$ cat src/rtl/dram_pwr_pkg.sv
package dram_pwr_pkg;

  typedef enum logic [2:0] {
    CMD_NOP   = 3'd0,
    CMD_DESEL = 3'd1,
    CMD_REF   = 3'd2,
    CMD_RD    = 3'd3,
    CMD_WR    = 3'd4,
    CMD_ODT   = 3'd5,
    CMD_MRS   = 3'd6,
    CMD_OTHER = 3'd7
  } cmd_e;

  typedef enum logic [2:0] {
    PS_IDLE     = 3'd0,
    PS_ACTIVE   = 3'd1,
    PS_ACT_PD   = 3'd2,
    PS_PRE_PD   = 3'd3,
    PS_SELF_REF = 3'd4
  } pstate_e;

  // lower code = higher priority
  typedef enum logic [2:0] {
    ER_NONE       = 3'd0,
    ER_CKE_PULSE  = 3'd1,
    ER_MOD_WAIT   = 3'd2,
    ER_EDGE_CMD   = 3'd3,
    ER_SR_BURST   = 3'd4,
    ER_SR_NOTIDLE = 3'd5,
    ER_EXIT_WAIT  = 3'd6,
    ER_DLL_WAIT   = 3'd7
  } err_e;

  typedef enum logic [1:0] {
    EDGE_HIGH  = 2'd0,
    EDGE_ENTER = 2'd1,
    EDGE_LOW   = 2'd2,
    EDGE_EXIT  = 2'd3
  } edge_e;

  // indices of the wait-window counters
  localparam int W_XS    = 0;
  localparam int W_DLL   = 1;
  localparam int W_XP    = 2;
  localparam int W_MOD   = 3;
  localparam int N_WAITS = 4;

  function automatic logic is_quiet(input logic [2:0] c);
    return (c == CMD_NOP) || (c == CMD_DESEL);
  endfunction

endpackage

$ cat src/rtl/dram_wait_ctr.sv
// Down-counter that marks a window of MAXV edges following a load edge.
module dram_wait_ctr #(
  parameter int unsigned MAXV = 4
) (
  input  logic clk,
  input  logic rst_n,
  input  logic load,
  output logic busy
);
  localparam int W = $clog2(MAXV + 2);

  logic [W-1:0] cnt_q;

  always_ff @(posedge clk) begin
    if (!rst_n)              cnt_q <= '0;
    else if (load)           cnt_q <= W'(MAXV);
    else if (cnt_q != '0)    cnt_q <= cnt_q - W'(1);
  end

  assign busy = (cnt_q != '0);
endmodule

$ cat src/rtl/dram_cke_edge.sv
// Classifies the CKE sample pair and checks the minimum level hold time.
module dram_cke_edge
  import dram_pwr_pkg::*;
#(
  parameter int unsigned TCKEMIN = 3
) (
  input  logic  clk,
  input  logic  rst_n,
  input  logic  cke,
  output edge_e edge_kind,
  output logic  pulse_err
);
  logic cke_q;
  logic changed;
  logic hold_busy;

  always_ff @(posedge clk) begin
    if (!rst_n) cke_q <= 1'b1;
    else        cke_q <= cke;
  end

  assign changed = cke ^ cke_q;

  dram_wait_ctr #(.MAXV(TCKEMIN - 1)) u_hold (
    .clk   (clk),
    .rst_n (rst_n),
    .load  (changed),
    .busy  (hold_busy)
  );

  assign pulse_err = changed && hold_busy;

  always_comb begin
    unique case ({cke_q, cke})
      2'b11:   edge_kind = EDGE_HIGH;
      2'b10:   edge_kind = EDGE_ENTER;
      2'b00:   edge_kind = EDGE_LOW;
      default: edge_kind = EDGE_EXIT;
    endcase
  end
endmodule

$ cat src/rtl/dram_pwr_fsm.sv
// Power-state register plus the per-edge rule checks.
module dram_pwr_fsm
  import dram_pwr_pkg::*;
(
  input  logic               clk,
  input  logic               rst_n,
  input  edge_e              edge_kind,
  input  logic               pulse_err,
  input  logic [2:0]         cmd,
  input  logic               banks_closed,
  input  logic               burst_busy,
  input  logic               err_clr,
  input  logic [N_WAITS-1:0] wait_busy,
  output logic [N_WAITS-1:0] wait_load,
  output logic [2:0]         pwr_state,
  output logic               err_pulse,
  output logic [2:0]         err_cause,
  output logic               err_sticky
);
  pstate_e state_q, state_d;
  err_e    cause;
  pstate_e normal_st, pd_st;
  logic    quiet;

  assign quiet     = is_quiet(cmd);
  assign normal_st = banks_closed ? PS_IDLE : PS_ACTIVE;
  assign pd_st     = banks_closed ? PS_PRE_PD : PS_ACT_PD;

  always_comb begin
    state_d   = state_q;
    cause     = ER_NONE;
    wait_load = '0;
    unique case (edge_kind)
      EDGE_HIGH: begin
        state_d = normal_st;
        wait_load[W_MOD] = (cmd == CMD_MRS);
        if ((wait_busy[W_XS] || wait_busy[W_XP]) && !quiet)
          cause = ER_EXIT_WAIT;
        else if (wait_busy[W_DLL] && (cmd == CMD_RD || cmd == CMD_ODT))
          cause = ER_DLL_WAIT;
      end
      EDGE_ENTER: begin
        state_d = pd_st;
        if (cmd == CMD_REF) begin
          if (burst_busy)
            cause = ER_SR_BURST;
          else if (state_q != PS_IDLE || !banks_closed)
            cause = ER_SR_NOTIDLE;
          else
            state_d = PS_SELF_REF;
        end else if (!quiet) begin
          cause = ER_EDGE_CMD;
        end
        if (wait_busy[W_MOD]) cause = ER_MOD_WAIT;
      end
      EDGE_LOW: begin
        state_d = state_q;
      end
      default: begin
        state_d = normal_st;
        if (!quiet) cause = ER_EDGE_CMD;
        if (state_q == PS_SELF_REF) begin
          wait_load[W_XS]  = 1'b1;
          wait_load[W_DLL] = 1'b1;
        end else begin
          wait_load[W_XP]  = 1'b1;
        end
      end
    endcase
    if (pulse_err) cause = ER_CKE_PULSE;
  end

  always_ff @(posedge clk) begin
    if (!rst_n) begin
      state_q    <= PS_IDLE;
      err_pulse  <= 1'b0;
      err_cause  <= 3'd0;
      err_sticky <= 1'b0;
    end else begin
      state_q    <= state_d;
      err_pulse  <= (cause != ER_NONE);
      err_cause  <= cause;
      err_sticky <= (cause != ER_NONE) || (err_sticky && !err_clr);
    end
  end

  assign pwr_state = state_q;
endmodule

$ cat src/rtl/dram_pwr_tracker.sv
module dram_pwr_tracker
  import dram_pwr_pkg::*;
#(
  parameter int unsigned TXS     = 5,
  parameter int unsigned TXSDLL  = 12,
  parameter int unsigned TXP     = 3,
  parameter int unsigned TCKEMIN = 3,
  parameter int unsigned TMOD    = 4
) (
  input  logic       clk,
  input  logic       rst_n,
  input  logic       cke,
  input  logic [2:0] cmd,
  input  logic       banks_closed,
  input  logic       burst_busy,
  input  logic       err_clr,
  output logic [2:0] pwr_state,
  output logic       err_pulse,
  output logic [2:0] err_cause,
  output logic       err_sticky
);
  localparam int unsigned WAIT_LEN [N_WAITS] = '{TXS, TXSDLL, TXP, TMOD};

  edge_e              edge_kind;
  logic               pulse_err;
  logic [N_WAITS-1:0] wait_load;
  logic [N_WAITS-1:0] wait_busy;

  dram_cke_edge #(.TCKEMIN(TCKEMIN)) u_edge (
    .clk       (clk),
    .rst_n     (rst_n),
    .cke       (cke),
    .edge_kind (edge_kind),
    .pulse_err (pulse_err)
  );

  for (genvar g = 0; g < N_WAITS; g++) begin : g_wait
    dram_wait_ctr #(.MAXV(WAIT_LEN[g])) u_ctr (
      .clk   (clk),
      .rst_n (rst_n),
      .load  (wait_load[g]),
      .busy  (wait_busy[g])
    );
  end

  dram_pwr_fsm u_fsm (
    .clk          (clk),
    .rst_n        (rst_n),
    .edge_kind    (edge_kind),
    .pulse_err    (pulse_err),
    .cmd          (cmd),
    .banks_closed (banks_closed),
    .burst_busy   (burst_busy),
    .err_clr      (err_clr),
    .wait_busy    (wait_busy),
    .wait_load    (wait_load),
    .pwr_state    (pwr_state),
    .err_pulse    (err_pulse),
    .err_cause    (err_cause),
    .err_sticky   (err_sticky)
  );
endmodule

$ cat config.mk
export PLATFORM = sky130hd
export DESIGN_NAME = dram_pwr_tracker
export DESIGN_NICKNAME = d
export VERILOG_FILES = /design/src/rtl/dram_pwr_pkg.sv /design/src/rtl/dram_wait_ctr.sv /design/src/rtl/dram_cke_edge.sv /design/src/rtl/dram_pwr_fsm.sv /design/src/rtl/dram_pwr_tracker.sv
export SDC_FILE = /design/constraint.sdc
export NUM_CORES = 1
export LEC_CHECK = 0
export BUFFER_PORTS_ARGS = -buffer_cell sky130_fd_sc_hd__buf_2
export CAP_MARGIN = 20
export CORE_MARGIN = 5
export CORE_UTILIZATION = 45
export CTS_BUF_LIST = sky130_fd_sc_hd__clkbuf_8
export DETAILED_ROUTE_END_ITERATION = 7
export GPL_TIMING_DRIVEN = 0
export PLACE_DENSITY = 0.73
export SETUP_SLACK_MARGIN = 0.1
export SLEW_MARGIN = 40
export SYNTH_ARGS = -nofsm -noshare
export SYNTH_HDL_FRONTEND = slang
export SYNTH_HIERARCHICAL = 1
export SYNTH_SLANG_ARGS = --single-unit
$ cat constraint.sdc
create_clock -name clk -period 2.25 [get_ports clk]
set_input_delay 0.225 -clock clk [delete_from_list [all_inputs] [get_ports clk]]
set_output_delay 0.225 -clock clk [all_outputs]
set_load 0.03 [all_outputs]
==> flow_metrics.tcl, run 1 <==
set metrics [dict create \
    status "completed" \
    min_from "cke" \
    track_usage 0.149 \
    root_buffer "clkbuf_8" \
    synth_top_family_by_area "simple AND/OR/NAND/NOR gates" \
    skew_ns 0.00281 \
    dp_hpwl_mm 2.12 \
    hp-class "in -> reg" \
    design_power_total_mw 2.00 \
    fin_cells 230 \
    finalSetupViolCount 0 \
    antenna_found_initial 0 \
    cp-start-kind "register" \
    yosysUniqueCellTypes 44 \
    cp.required_ns 2.42 \
    synthMuxAreaShare 0.0152 \
    nets 208 \
    fp.dieH_um 65.9 \
    avgSynthCellArea_um2 8.83 \
    dpl_cell_area_um2 1530 \
    final_area_um2 1700 \
    cp.arrival_ns 2.38 \
    start_util 0.464 \
    clkTransAtPathRegs_ns 0.08 \
    fmax_ghz 0.452 \
    synth-edff-count 0 \
    crit_path_end_kind "register" \
    grt_pass1_wl_mm 5.10 \
    p_leak_nw 0.771 \
    p_per_area_nw_per_um2 1180 \
    cts_tree "done" \
    synth-seq-cells 24 \
    pin_count 17 \
    routabilityCongestion 0.824 \
    reg2reg_from "g_wait[1].u_ctr/cnt_q[0]" \
    cp_slowest_stage_delay_ns 0.35 \
    synth_ff_type "dfxtp_1" \
    ys_seq_area_frac 0.342 \
    synth_fp_nets 180 \
    finalCriticalPeriod_ns 2.21 \
    clockBufferDepth 2 \
    cts_buffers 3 \
    synthAdderAreaFrac 0.107 \
    portBuffers 14 \
    drcViolationCount 0 \
    rsz0062_at_grt "yes" \
    clock_sinks 24 \
    die_area_um2 4340 \
    period_share 0.983 \
    synth-xor-area-share 0.0312 \
    insertion_delay_ns 0.27 \
    grt_max_degree 15 \
    async_reset_ff_frac 0 \
    slew_violations 0 \
    drt_iter0_markers 50 \
    routed_wl_mm 2.87 \
    drive_gt1_frac 0.258 \
    postRouteAntennaNets 0 \
    maxCapViolCount 0 \
    core_um2 3030 \
    slew_headroom 0.750 \
    grt_pass1_vias 1245 \
    antenna_cells 0 \
    syn_to_final_growth_pct 20.9 \
    worstPathMaxFanout 3 \
    overflow 0 \
    fp-row-count 20 \
    synth-simple-area-share 0.250 \
    htree_num_levels 1 \
    path_class "reg -> reg" \
    crit_chain "inv_2 > ha_4 > or3b_1 > clkbuf_8 > a311o_1 > a222oi_1 > o22ai_1 > a31o_1" \
    worst_slew_pin_slew_ns 0.370 \
    hold_viol 0 \
    synth_compound_area_frac 0.161 \
    first_pass_iters 4 \
    peakVddDrop_v 0.000630 \
    slowest_stage "or3b_1" \
    viasPerCell 5.14 \
    placed_cells 217 \
    synthCells 159 \
    die_x_um 65.9 \
    ys_warn_count 6 \
    synth.cell_area_um2 1400 \
    via_count 1183 \
    wl_per_cell_um 12.5 \
    crit_start "g_wait[1].u_ctr/cnt_q[0]" \
]
## power by group
group / internal [mW] / switching [mW] / total [mW]
sequential: 0.549 / 0.0754 / 0.625
combinational: 0.496 / 0.499 / 0.995
clock: 0.238 / 0.138 / 0.376
total: 1.28 / 0.713 / 2.00
## worst max-delay path, delay by kind of cell, from the launching register on
kind	cells	cell delay [ns]
buffers and inverters	2	0.23
AOI/OAI and AO/OA	4	1.06
adders and majority gates	1	0.14
DFF	1	0.33
and+or+nand+nor	1	0.35
## path summary, 6_finish.rpt
path                              endpoint  slack (ns)  cells after the start
setup reg to reg          u_fsm/err_sticky        0.04                      8
hold / removal                u_edge/cke_q        0.18                      2
setup / recovery          u_fsm/err_sticky        0.04                      8
hold reg to reg   g_wait[3].u_ctr/cnt_q[1]        0.52                      2
## sequential cells by signal (all words and copies together) (netlist names)
| name | cells |
|---|---|
| g_wait.u_ctr/cnt_q | 13 |
| u_edge/cke_q | 1 |
| u_edge/u_hold/cnt_q | 2 |
| u_fsm/err_cause | 3 |
| u_fsm/err_pulse | 1 |
| u_fsm/err_sticky | 1 |
| u_fsm/pwr_state | 3 |
## repair_timing
action                                  in CTS  in global routing
resized for setup                            8                  2
endpoints found under the setup margin       1                  4
buffers inserted                             6                  3
pin swaps                                    4                  4
hold buffers                                 0                  0
## cells in the mapped netlist (2+ instances only)
cell / instances / area, µm²
a2111oi_2: 2 / 30.0
a211oi_1: 4 / 30.0
a21oi_1: 9 / 45.0
buf_2: 2 / 10.0
buf_4: 3 / 22.5
dfxtp_1: 24 / 480
ha_1: 12 / 150
inv_1: 21 / 78.8
nand2_1: 8 / 30.0
nand2b_1: 9 / 56.3
nor2_1: 10 / 37.5
nor2b_1: 8 / 50.1
nor3_1: 5 / 25.0
nor3b_1: 2 / 15.0
nor4b_1: 3 / 26.3
o21a_1: 2 / 15.0
o21ai_0: 3 / 15.0
or2_1: 2 / 12.5
or3b_1: 2 / 17.5
xor2_1: 4 / 35.0
## stage by stage
| stage | hold WS (ns) | setup TNS, ns | setup WS [ns] | utilization |
|---|---|---|---|---|
| after floorplan | 0.298 | 0 | 0.173 | - |
| after global placement | 0.444 | 0 | 0.0755 | 0.505 |
| after detailed placement | 0.460 | -0.0286 | -0.0286 | 0.505 |
| after CTS | 0.177 | 0 | 0.0689 | 0.551 |
| after global routing | 0.173 | -0.0559 | -0.0559 | 0.561 |
| final | 0.180 | 0 | 0.0374 | 0.561 |
## routing by layer
layer | track usage | vias to the layer above | wire [µm]
met3 | 0.0340 | 9 | 104
met1 | 0.157 | 559 | 1160
met4 | 0.0596 | 0 | 61
met5 | 0 | - | 0
li1 | - | 591 | -
met2 | 0.282 | 24 | 1540
## cell families (layout without fill, tap and decap cells)
family / Yosys count / count (layout)
compound gates: 30 / 30
xor+xnor: 5 / 5
fa+ha+maj: 12 / 12
buf+inv: 29 / 56
flops: 24 / 24
mux: 2 / 2
simple gates: 57 / 57
## cells in the final DEF (no fill, tap or decap), types with 2 or more instances in the layout
| master | Yosys | layout |
|---|---|---|
| a2111oi_2 | 2 | 2 |
| a211oi_1 | 4 | 4 |
| a21oi_1 | 9 | 8 |
| buf_2 | 2 | 16 |
| buf_4 | 3 | 12 |
| clkbuf_8 | 0 | 4 |
| dfxtp_1 | 24 | 22 |
| dfxtp_2 | 0 | 2 |
| ha_1 | 12 | 11 |
| inv_1 | 21 | 19 |
| inv_2 | 1 | 3 |
| nand2_1 | 8 | 8 |
| nand2b_1 | 9 | 9 |
| nor2_1 | 10 | 9 |
| nor2b_1 | 8 | 8 |
| nor3_1 | 5 | 5 |
| nor3b_1 | 2 | 2 |
| nor4b_1 | 3 | 3 |
| o21a_1 | 2 | 2 |
| o21ai_0 | 3 | 3 |
| or2_1 | 2 | 2 |
| or3b_1 | 2 | 2 |
| xor2_1 | 4 | 4 |
## area by class of cell
class	count	area, µm²
clock buffers	3	41.3
inverters	22	82.6
flip-flops and latches	24	483
clock inverters	1	30.0
multi-input cells	106	811
well taps	44	55.1
fillers	277	1330
repair buffers	23	138
plain buffers	7	57.6
(Power assumes the default switching activity.)
==> run 2: changes to the inputs <==
--- a/config.mk
+++ b/config.mk
@@ -5,14 +5,14 @@
 export SDC_FILE = /design/constraint.sdc
 export NUM_CORES = 1
 export LEC_CHECK = 0
-export BUFFER_PORTS_ARGS = -buffer_cell sky130_fd_sc_hd__buf_2
 export CAP_MARGIN = 20
 export CORE_MARGIN = 5
 export CORE_UTILIZATION = 45
 export CTS_BUF_LIST = sky130_fd_sc_hd__clkbuf_8
 export DETAILED_ROUTE_END_ITERATION = 7
+export DONT_BUFFER_PORTS = 1
 export GPL_TIMING_DRIVEN = 0
-export PLACE_DENSITY = 0.73
+export PLACE_DENSITY = 0.68
 export SETUP_SLACK_MARGIN = 0.1
 export SLEW_MARGIN = 40
 export SYNTH_ARGS = -nofsm -noshare
==> constraint.sdc (replaced) <==
create_clock -name clk -period 2.25 [get_ports clk]
set_input_delay 0.225 -clock clk [delete_from_list [all_inputs] [get_ports clk]]
set_output_delay 0.225 -clock clk [all_outputs]
set_load 0.1 [all_outputs]
==> flow_metrics.tcl, run 2 (synthesis results as in run 1) <==
set metrics [dict create \
    mostFrequentLayoutCell "inv_1" \
    fp-row-count 20 \
    rsz0062_at_grt "yes" \
    drt_iter0_markers 30 \
    status "completed" \
    design_power_total_mw 1.88 \
    fmax_ghz 0.476 \
    path_class "reg -> reg" \
    antenna_found_initial 0 \
    root_buffer "clkbuf_8" \
    dpl_cell_area_um2 1470 \
    p_per_area_nw_per_um2 1190 \
    portBuffers 0 \
    cp.arrival_ns 2.26 \
    worst_slew_pin_slew_ns 0.633 \
    cp-start-kind "register" \
    slew_violations 0 \
    finalCriticalPeriod_ns 2.10 \
    routed_wl_mm 2.71 \
    clock_sinks 24 \
    insertion_delay_ns 0.26 \
    intPower_mw 1.10 \
    nets 189 \
    cts_hold_buf 0 \
    whs_ns 0.0357 \
    overflow 0 \
    pin_count 17 \
    skew_ns 0.00332 \
    largest_reg_flops 13 \
    worstPathMaxFanout 3 \
    maxCapViolCount 0 \
    viasPerCell 5.20 \
    die_area_um2 4340 \
    swShare 0.414 \
    clockBufferDepth 2 \
    fp.dieH_um 65.9 \
    finalSetupTns_ns 0 \
    wl_per_cell_um 12.9 \
    htree_num_levels 1 \
    track_usage 0.134 \
    layout_common_cells "inv_1 (19), dfxtp_1 (14), ha_1 (11), nor2_1 (10), dfxtp_2 (10)" \
    hp-class "in -> reg" \
    slowest_stage "or3b_1" \
    power_switching_uw 776 \
    grt_max_degree 15 \
    core_um2 3030 \
    p_leak_nw 0.673 \
    hold_viol 0 \
    cp_slowest_stage_delay_ns 0.35 \
    crit_chain "inv_2 > ha_4 > or3b_1 > clkbuf_8 > a311o_1 > a222oi_1 > o22ai_1 > a31o_1" \
    drive_gt1_frac 0.217 \
    crit_path_end_kind "register" \
    antenna_cells 0 \
    postRouteAntennaNets 0 \
    start_util 0.464 \
    finalSetupViolCount 0 \
    final_area_um2 1570 \
    slew_headroom 0.578 \
    cts_tree "done" \
    r2r_slack_ns 0.15 \
    drcViolationCount 0 \
    power.share.clock 0.131 \
    cp.required_ns 2.41 \
    routabilityCongestion 0.890 \
    grt_pass1_wl_mm 4.50 \
    dp_hpwl_mm 1.97 \
    syn_to_final_growth_pct 12.0 \
    grt_pass1_vias 1070 \
    clkTransAtPathRegs_ns 0.08 \
    largest-register "g_wait.u_ctr/cnt_q" \
    peakVddDrop_v 0.000648 \
    power_frac_comb 0.441 \
    via_count 1093 \
    period_share 0.934 \
    first_pass_iters 4 \
    die_x_um 65.9 \
    cts_buffers 3 \
    seqPwrFrac 0.428 \
]
## run 2: changes by cell type in the layout (fill, tap and decap cells not counted), sizes merged
cell / before / now
buf: 29 / 10
bufinv: 1 / 0
## run 2: worst paths after layout
path,startpoint,to,depth (start not counted)
worst max register to register,g_wait[1].u_ctr/cnt_q[0],u_fsm/err_sticky,8
worst max-delay path,g_wait[1].u_ctr/cnt_q[0],u_fsm/err_sticky,8
worst min-delay path,rst_n,u_edge/cke_q,1
worst min register to register,g_wait[3].u_ctr/cnt_q[0],g_wait[3].u_ctr/cnt_q[0],2
## run 2: stage by stage
step | instances | setup WS [ns] | util
floorplan | 159 | 0.172 | -
global route | 210 | 0.0491 | 0.519
detailed placement | 203 | 0.00577 | 0.485
global placement | 203 | 0.0608 | 0.482
CTS | 207 | 0.103 | 0.506
finish | 210 | 0.149 | 0.519
## run 2: layout make-up
class,instances,area (µm²)
plain buffers,7,57.6
clock buffers,3,41.3
fillers,278,1460
inverters,22,82.6
multi-input cells,106,813
flip-flops and latches,24,493
well taps,44,55.1
repair buffers,4,30.0
## run 2: power groups by stage
stage                     Sequential, mW  Clock [mW]  Combinational, mW
after floorplan                    0.784           0              0.604
after global placement             0.797           0              0.667
after detailed placement           0.811           0              0.712
after CTS                          0.808       0.256              0.762
after global routing               0.821       0.279              0.933
final                              0.803       0.246              0.826
## run 2: per-layer routing
| metal | vias up | share of wire | track usage |
|---|---|---|---|
| met4 | 0 | 0.017 | 0.0415 |
| met1 | 515 | 0.46 | 0.159 |
| met3 | 7 | 0.042 | 0.0493 |
| met5 | - | 0 | 0 |
| met2 | 17 | 0.48 | 0.222 |
| li1 | 554 | - | - |
## run 2: what timing repair did
| item | 4_1_cts | 5_1_grt |
|---|---|---|
| pin swaps | 2 | 3 |
| setup endpoints to repair | 1 | 2 |
| resized for setup | 7 | 3 |
| buffers inserted | 1 | 3 |
## run 2: critical path, delay by kind of cell (launching register included)
kind	cells	cell delay [ns]
DFF	1	0.33
AOI/OAI and AO/OA	4	0.97
buffers and inverters	2	0.22
and+or+nand+nor	1	0.35
adders and majority gates	1	0.13
